===== src/rtl/seq8_pkg.sv =====
`timescale 1ns/1ps
package seq8_pkg;

   typedef enum logic [3:0] {
      K_NONE,
      K_ILL,
      K_NOP,
      K_CLC,
      K_SEC,
      K_LDA,
      K_LDX,
      K_STA,
      K_STX,
      K_BIT,
      K_JMP,
      K_JSR
   } op_kind_t;

   typedef enum logic [2:0] {
      S_T0,
      S_T1,
      S_T2,
      S_T3,
      S_T4,
      S_T5,
      S_HALT
   } seq_state_t;

   // opcode byte to operation class; everything unlisted is unsupported
   function automatic op_kind_t classify(input logic [7:0] code);
      case (code)
         8'hEA:   classify = K_NOP;
         8'h18:   classify = K_CLC;
         8'h38:   classify = K_SEC;
         8'hA9:   classify = K_LDA;
         8'hA2:   classify = K_LDX;
         8'h85:   classify = K_STA;
         8'h86:   classify = K_STX;
         8'h24:   classify = K_BIT;
         8'h4C:   classify = K_JMP;
         8'h20:   classify = K_JSR;
         default: classify = K_ILL;
      endcase
   endfunction

endpackage


===== src/rtl/seq8_decode.sv =====
`timescale 1ns/1ps
module seq8_decode
   import seq8_pkg::*;
#(
   parameter int DATA_W = 8
) (
   input  logic [DATA_W-1:0] opcode,
   output op_kind_t          kind
);

   generate
      if (DATA_W != 8) begin : g_bad_width
         $error("seq8_decode: opcode width must be 8");
      end
   endgenerate

   always_comb kind = classify(opcode[7:0]);

endmodule


===== src/rtl/seq8_flags.sv =====
`timescale 1ns/1ps
module seq8_flags
   import seq8_pkg::*;
#(
   parameter int DATA_W = 8
) (
   input  op_kind_t          kind,
   input  logic [DATA_W-1:0] p_in,
   input  logic [DATA_W-1:0] value,
   input  logic [DATA_W-1:0] acc,
   output logic [DATA_W-1:0] p_out
);

   localparam int BIT_N = DATA_W - 1;
   localparam int BIT_V = DATA_W - 2;
   localparam int BIT_Z = 1;
   localparam int BIT_C = 0;

   generate
      if (DATA_W < 8) begin : g_bad_width
         $error("seq8_flags: status byte needs at least 8 bits");
      end
   endgenerate

   always_comb begin
      p_out = p_in;
      case (kind)
         K_LDA, K_LDX: begin
            p_out[BIT_N] = value[BIT_N];
            p_out[BIT_Z] = (value == '0);
         end
         K_BIT: begin
            p_out[BIT_N] = value[BIT_N];
            p_out[BIT_V] = value[BIT_V];
            p_out[BIT_Z] = ((acc & value) == '0);
         end
         K_CLC:   p_out[BIT_C] = 1'b0;
         K_SEC:   p_out[BIT_C] = 1'b1;
         default: p_out = p_in;
      endcase
   end

endmodule


===== src/rtl/seq8_core.sv =====
`timescale 1ns/1ps
module seq8_core
   import seq8_pkg::*;
#(
   parameter int          DATA_W     = 8,
   parameter int          ADDR_W     = 16,
   parameter logic [7:0]  STACK_PAGE = 8'h01,
   parameter logic [7:0]  SP_INIT    = 8'hFD,
   parameter logic [7:0]  P_INIT     = 8'h24
) (
   input  logic              clk,
   input  logic              rst_n,
   input  logic [15:0]       boot_addr,
   output logic [15:0]       mem_addr,
   output logic              mem_rd,
   output logic              mem_wr,
   output logic [7:0]        mem_wdata,
   input  logic [7:0]        mem_rdata,
   output logic              op_fetch,
   output logic              illegal_op,
   output logic [7:0]        view_a,
   output logic [7:0]        view_x,
   output logic [7:0]        view_y,
   output logic [7:0]        view_sp,
   output logic [7:0]        view_p,
   output logic [15:0]       view_pc
);

   localparam int PAGE_W = ADDR_W - DATA_W;
   localparam logic [PAGE_W-1:0] ZERO_PAGE = '0;

   generate
      if (DATA_W != 8) begin : g_bad_data
         $error("seq8_core: data path must be 8 bits");
      end
      if (ADDR_W != 2 * DATA_W) begin : g_bad_addr
         $error("seq8_core: address must be two data bytes wide");
      end
   endgenerate

   seq_state_t          state_q, state_d;
   op_kind_t            kind_q, kind_d, pend_q, pend_d, dec_kind, flag_kind;
   logic [ADDR_W-1:0]   pc_q, pc_d, fetch_addr;
   logic [DATA_W-1:0]   sp_q, sp_d, a_q, a_d, x_q, x_d, y_q, p_q, p_d, p_new;
   logic [DATA_W-1:0]   lo_q, lo_d, hi_q, hi_d;
   logic                ill_q, ill_d;

   seq8_decode #(.DATA_W(DATA_W)) u_decode (
      .opcode (mem_rdata),
      .kind   (dec_kind)
   );

   // which operation the status unit evaluates this cycle
   always_comb begin
      case (state_q)
         S_T0:    flag_kind = pend_q;
         S_T1:    flag_kind = dec_kind;
         default: flag_kind = K_NONE;
      endcase
   end

   seq8_flags #(.DATA_W(DATA_W)) u_flags (
      .kind  (flag_kind),
      .p_in  (p_q),
      .value (mem_rdata),
      .acc   (a_q),
      .p_out (p_new)
   );

   // a pending jump takes its high byte straight off the read bus
   assign fetch_addr = (pend_q == K_JMP) ? {mem_rdata, lo_q} : pc_q;

   always_comb begin
      state_d   = state_q;
      kind_d    = kind_q;
      pend_d    = pend_q;
      pc_d      = pc_q;
      sp_d      = sp_q;
      a_d       = a_q;
      x_d       = x_q;
      p_d       = p_q;
      lo_d      = lo_q;
      hi_d      = hi_q;
      ill_d     = ill_q;
      mem_addr  = pc_q;
      mem_rd    = 1'b0;
      mem_wr    = 1'b0;
      mem_wdata = '0;
      op_fetch  = 1'b0;
      case (state_q)
         S_T0: begin
            mem_addr = fetch_addr;
            mem_rd   = 1'b1;
            op_fetch = 1'b1;
            pc_d     = fetch_addr + 1'b1;
            case (pend_q)
               K_LDA: begin
                  a_d = mem_rdata;
                  p_d = p_new;
               end
               K_LDX: begin
                  x_d = mem_rdata;
                  p_d = p_new;
               end
               K_BIT:   p_d = p_new;
               default: ;
            endcase
            pend_d  = K_NONE;
            state_d = S_T1;
         end
         S_T1: begin
            kind_d = dec_kind;
            if (dec_kind == K_ILL) begin
               ill_d   = 1'b1;
               state_d = S_HALT;
            end else begin
               mem_rd = 1'b1;
               case (dec_kind)
                  K_NOP, K_CLC, K_SEC: begin
                     p_d     = p_new;
                     state_d = S_T0;
                  end
                  K_LDA, K_LDX: begin
                     pc_d    = pc_q + 1'b1;
                     pend_d  = dec_kind;
                     state_d = S_T0;
                  end
                  default: begin
                     pc_d    = pc_q + 1'b1;
                     state_d = S_T2;
                  end
               endcase
            end
         end
         S_T2: begin
            state_d = S_T0;
            case (kind_q)
               K_STA: begin
                  mem_addr  = {ZERO_PAGE, mem_rdata};
                  mem_wr    = 1'b1;
                  mem_wdata = a_q;
               end
               K_STX: begin
                  mem_addr  = {ZERO_PAGE, mem_rdata};
                  mem_wr    = 1'b1;
                  mem_wdata = x_q;
               end
               K_BIT: begin
                  mem_addr = {ZERO_PAGE, mem_rdata};
                  mem_rd   = 1'b1;
                  pend_d   = K_BIT;
               end
               K_JMP: begin
                  mem_rd = 1'b1;
                  lo_d   = mem_rdata;
                  pend_d = K_JMP;
               end
               K_JSR: begin
                  mem_rd  = 1'b1;
                  lo_d    = mem_rdata;
                  pc_d    = pc_q + 1'b1;
                  state_d = S_T3;
               end
               default: ;
            endcase
         end
         S_T3: begin
            hi_d      = mem_rdata;
            mem_addr  = {STACK_PAGE, sp_q};
            mem_wr    = 1'b1;
            mem_wdata = pc_q[ADDR_W-1:DATA_W];
            sp_d      = sp_q - 1'b1;
            state_d   = S_T4;
         end
         S_T4: begin
            mem_addr  = {STACK_PAGE, sp_q};
            mem_wr    = 1'b1;
            mem_wdata = pc_q[DATA_W-1:0];
            sp_d      = sp_q - 1'b1;
            state_d   = S_T5;
         end
         S_T5: begin
            pc_d    = {hi_q, lo_q};
            state_d = S_T0;
         end
         default: state_d = S_HALT;
      endcase
   end

   always_ff @(posedge clk) begin
      if (!rst_n) begin
         state_q <= S_T0;
         kind_q  <= K_NONE;
         pend_q  <= K_NONE;
         pc_q    <= boot_addr;
         sp_q    <= SP_INIT;
         a_q     <= '0;
         x_q     <= '0;
         y_q     <= '0;
         p_q     <= P_INIT;
         lo_q    <= '0;
         hi_q    <= '0;
         ill_q   <= 1'b0;
      end else begin
         state_q <= state_d;
         kind_q  <= kind_d;
         pend_q  <= pend_d;
         pc_q    <= pc_d;
         sp_q    <= sp_d;
         a_q     <= a_d;
         x_q     <= x_d;
         p_q     <= p_d;
         lo_q    <= lo_d;
         hi_q    <= hi_d;
         ill_q   <= ill_d;
      end
   end

   assign illegal_op = ill_q;
   assign view_a     = a_q;
   assign view_x     = x_q;
   assign view_y     = y_q;
   assign view_sp    = sp_q;
   assign view_p     = p_q;
   assign view_pc    = pc_q;


   rw_excl_chk: assert property (@(posedge clk) disable iff (!rst_n)
      !(mem_rd && mem_wr));


   fetch_gap_chk: assert property (@(posedge clk) disable iff (!rst_n)
      op_fetch |=> !op_fetch);


   illegal_sticky_chk: assert property (@(posedge clk) disable iff (!rst_n)
      illegal_op |=> illegal_op);


   halt_quiet_chk: assert property (@(posedge clk) disable iff (!rst_n)
      illegal_op |-> (!mem_rd && !mem_wr && !op_fetch));


   store_flags_chk: assert property (@(posedge clk) disable iff (!rst_n)
      mem_wr |=> $stable(view_p));


   push_sp_chk: assert property (@(posedge clk) disable iff (!rst_n)
      (mem_wr && (mem_addr[15:8] == STACK_PAGE)) |=>
         (view_sp == $past(view_sp) - 8'd1));

endmodule


===== config.mk =====
export PLATFORM = sky130hd
export DESIGN_NAME = seq8_core
export DESIGN_NICKNAME = d
export VERILOG_FILES = /design/src/rtl/seq8_pkg.sv /design/src/rtl/seq8_decode.sv /design/src/rtl/seq8_flags.sv /design/src/rtl/seq8_core.sv
export SDC_FILE = /design/constraint.sdc
export NUM_CORES = 1
export LEC_CHECK = 0
export ABC_AREA = 1
export BUFFER_PORTS_ARGS = -buffer_cell sky130_fd_sc_hd__buf_2
export CAP_MARGIN = 20
export CORE_ASPECT_RATIO = 1.4
export CORE_UTILIZATION = 51
export DETAILED_ROUTE_END_ITERATION = 12
export HOLD_SLACK_MARGIN = 0.12
export PLACE_DENSITY = 0.81
export SLEW_MARGIN = 20
export SYNTH_ARGS = -nofsm -noshare
export SYNTH_HDL_FRONTEND = slang
export SYNTH_HIERARCHICAL = 1
export SYNTH_SLANG_ARGS = --single-unit

===== constraint.sdc =====
create_clock -name clk -period 2.4 [get_ports clk]
set_clock_uncertainty 0.1 [all_clocks]
set_input_delay 0.36 -clock clk [delete_from_list [all_inputs] [get_ports clk]]
set_output_delay 0.36 -clock clk [all_outputs]
set_load 0.05 [all_outputs]

==> results_dict.tcl <==
set metrics [dict create \
    finalWirelength_um 19300 \
    grt_pass1_wl_um 28700 \
    grt_use_total_pct 34.5 \
    slew_violations 0 \
    overflow 0 \
    path_buf_inv 2 \
    antenna_found_initial 0 \
    htreeDepth 3 \
    antenna_left 0 \
    p_leak_uw 0.00347 \
    cts_buffers 9 \
    cpMaxStageDelayCell "dfxtp_2" \
    syn-cell-area_um2 5410 \
    coreArea_um2 10300 \
    ys_async_sr_fraction_pct 0 \
    firstDrtPassIters 6 \
    n_antenna_cell 0 \
    status "complete, but fails checks" \
    fin_nets 1014 \
    clk_latency_ns 0.35 \
    ys_seq_area_share_pct 31.1 \
    cts.sinks 76 \
    cts_tree "built" \
    end_kind "output port" \
    synth_area_per_cell_um2 6.38 \
    path_cells "nand3_1 > nor2_2 > nor2_2 > nor2_2 > buf_4 > nand2_1 > o2111ai_2 > buf_4" \
    drtIter0Drc 555 \
    setup_viol 7 \
    ir_drop_uv 531 \
    synth-edff-count 16 \
    fin_setup_tns_ns -0.486 \
    fmax_ghz 0.396 \
    syn_inst 848 \
    dp_hpwl_um 13600 \
    power_density_nw_per_um2 1010 \
    worstHoldPathType "in2reg" \
    critPathMaxFanout 5 \
    yosysWarnings 6 \
    hold_viol 0 \
    fin_crit_sh_pct 105 \
    syn_to_final_growth_pct 31.3 \
    drive_gt1_share_pct 30.6 \
    cp-start-kind "register" \
    final_core_util_pct 68.6 \
    cts_buffer_depth 2 \
    grt_pass1_vias 5943 \
    path_class "reg2out" \
    synth_cell_types 43 \
    grt_max_degree 33 \
    rows 44 \
    ioPinCount 110 \
    rsz0062_at_grt "yes" \
    post-route-drc-count 0 \
    period_minus_slack_ns 2.52 \
    crit_top_cell "nor2_2" \
    wl_per_cell_um 17.1 \
    avgViaCountPerCell 5.72 \
    synthFlopType "dfxtp_1" \
    max_cap_violations 0 \
    crit_arrival_ns 2.06 \
    hold_ws_ns 0.187 \
    max_stage_delay_ns 0.37 \
    fin_ws_ns -0.124 \
    clk_pin_slew_worst_paths_ns 0.06 \
    io_buffers 101 \
    via_count 6454 \
    die_w_um 89.0 \
    cts-root-buf "clkbuf_16" \
    die_area_um2 11000 \
    synth_seq_cells 76 \
    initial_core_util_pct 52.2 \
    cp.required_ns 1.94 \
    violations "setup timing" \
    fp.dieH_um 124 \
    path_delay_family "simple AND/OR/NAND/NOR gates" \
    globalplace.congestion 0.991 \
]
[cell families (layout without fill, tap and decap cells)]
family                   after synthesis  count (layout)  synth area share [%]
AND/OR/NAND/NOR                      470             470                  39.2
AO/OA/AOI/OAI                        164             164                  17.3
buffers and inverters                131             267                  11.2
flip-flops                            76              76                  31.1
XOR/XNOR                               4               4                 0.648
adder cells (fa/ha/maj)                2               2                 0.463
other                                  1               8                0.0694
[registers in the layout, summed over array words and instances (netlist names), 3 cells and up]
register,cells
view_a,8
view_x,8
kind_q,4
hi_q,8
pend_q,4
view_p,8
state_q,3
view_sp,8
view_pc,16
lo_q,8
[power by group]
group          internal, uW  leakage, uW  switching, uW
Combinational          1240      0.00267           2840
Clock                   812     0.000146            593
Sequential             1500     0.000656            158
[repair_timing]
action	in CTS	in global routing
hold buffers	0	0
buffers inserted	0	3
endpoints found under the setup margin	26	32
gates cloned	0	2
resized for setup	56	86
pin swaps	1	6
[final cells by class]
cell class | instances | area (um^2)
Multi-Input combinational cell | 648 | 3450
Fill cell | 894 | 3250
Sequential cell | 76 | 1700
Timing Repair Buffer | 160 | 1120
Inverter | 91 | 358
Clock buffer | 9 | 225
Tap cell | 138 | 173
Clock inverter | 7 | 75.1
[through the flow]
step / instances / worst slack (ns) / cell area (um^2) / total power [uW]
floorplan: 855 / -0.269 / 5440 / 4190
global placement: 1108 / 0.0429 / 6300 / 5000
detailed placement: 1108 / -0.0401 / 6300 / 5050
CTS: 1124 / -0.000905 / 6770 / 6680
global route: 1129 / -0.177 / 7100 / 7460
finish: 1129 / -0.124 / 7100 / 7140
[layer usage]
| metal | part of all wire, % | global-route usage, % | wire length [um] | vias to the layer above |
|---|---|---|---|---|
| li1 | - | - | - | 3032 |
| met1 | 35 | 38.6 | 6730 | 2899 |
| met2 | 47 | 57.5 | 9110 | 395 |
| met3 | 9.4 | 6.89 | 1810 | 128 |
| met4 | 8.5 | 25.5 | 1640 | 0 |
| met5 | 0 | 0 | 0 | - |
[cell usage in the layout, fill, tap and decap left out, drive strengths merged]
cell type  netlist  final
a21boi           1      1
nand3           71     71
clkinvlp         0      2
o31ai            1      1
a21oi           50     50
a22o             8      8
o221ai           9      9
ha               2      2
o22ai            6      6
bufinv           0      1
xor2             4      4
inv             89     90
nand2          270    270
clkinv           2      5
o2111ai          1      1
or2              2      2
edfxtp          16     16
a221oi           4      4
o21ai           78     78
o211ai           1      1
dfxtp           60     60
clkbuf          13     13
nor3             5      5
nand3b           3      3
nor2           115    115
buf             27    156
a31oi            5      5
conb             1      8
nand4            4      4
[worst paths after layout]
check | startpoint | end | slack (ns) | depth (start not counted)
worst max-delay path | kind_q[1] | mem_addr[2] | -0.12 | 8
worst max register to register | pend_q[3] | view_pc[13] | 0.06 | 14
worst min-delay path | boot_addr[9] | view_pc[9] | 0.19 | 3
worst min register to register | illegal_op | illegal_op | 0.37 | 2
[cell usage after synthesis, drive strengths merged (2+ instances only)]
library cell,n,area (um^2)
o22ai,6,37.5
o221ai,9,78.8
edfxtp,16,480
a21oi,50,250
nand3,71,425
inv,89,342
clkbuf,13,48.8
a31oi,5,31.3
nand3b,3,22.5
a221oi,4,35.0
nand2,270,1110
nor3,5,30.0
nor2,115,487
o21ai,78,398
ha,2,25.0
clkinv,2,7.51
buf,27,210
or2,2,12.5
a22o,8,70.1
xor2,4,35.0
nand4,4,25.0
dfxtp,60,1200
[tightest hold or removal path: cells and delay by family]
kind,cells,cell delay [ns]
simple gates,2,0.09
buf+inv,1,0.07
Note: power is estimated with default switching activity, not from simulation.
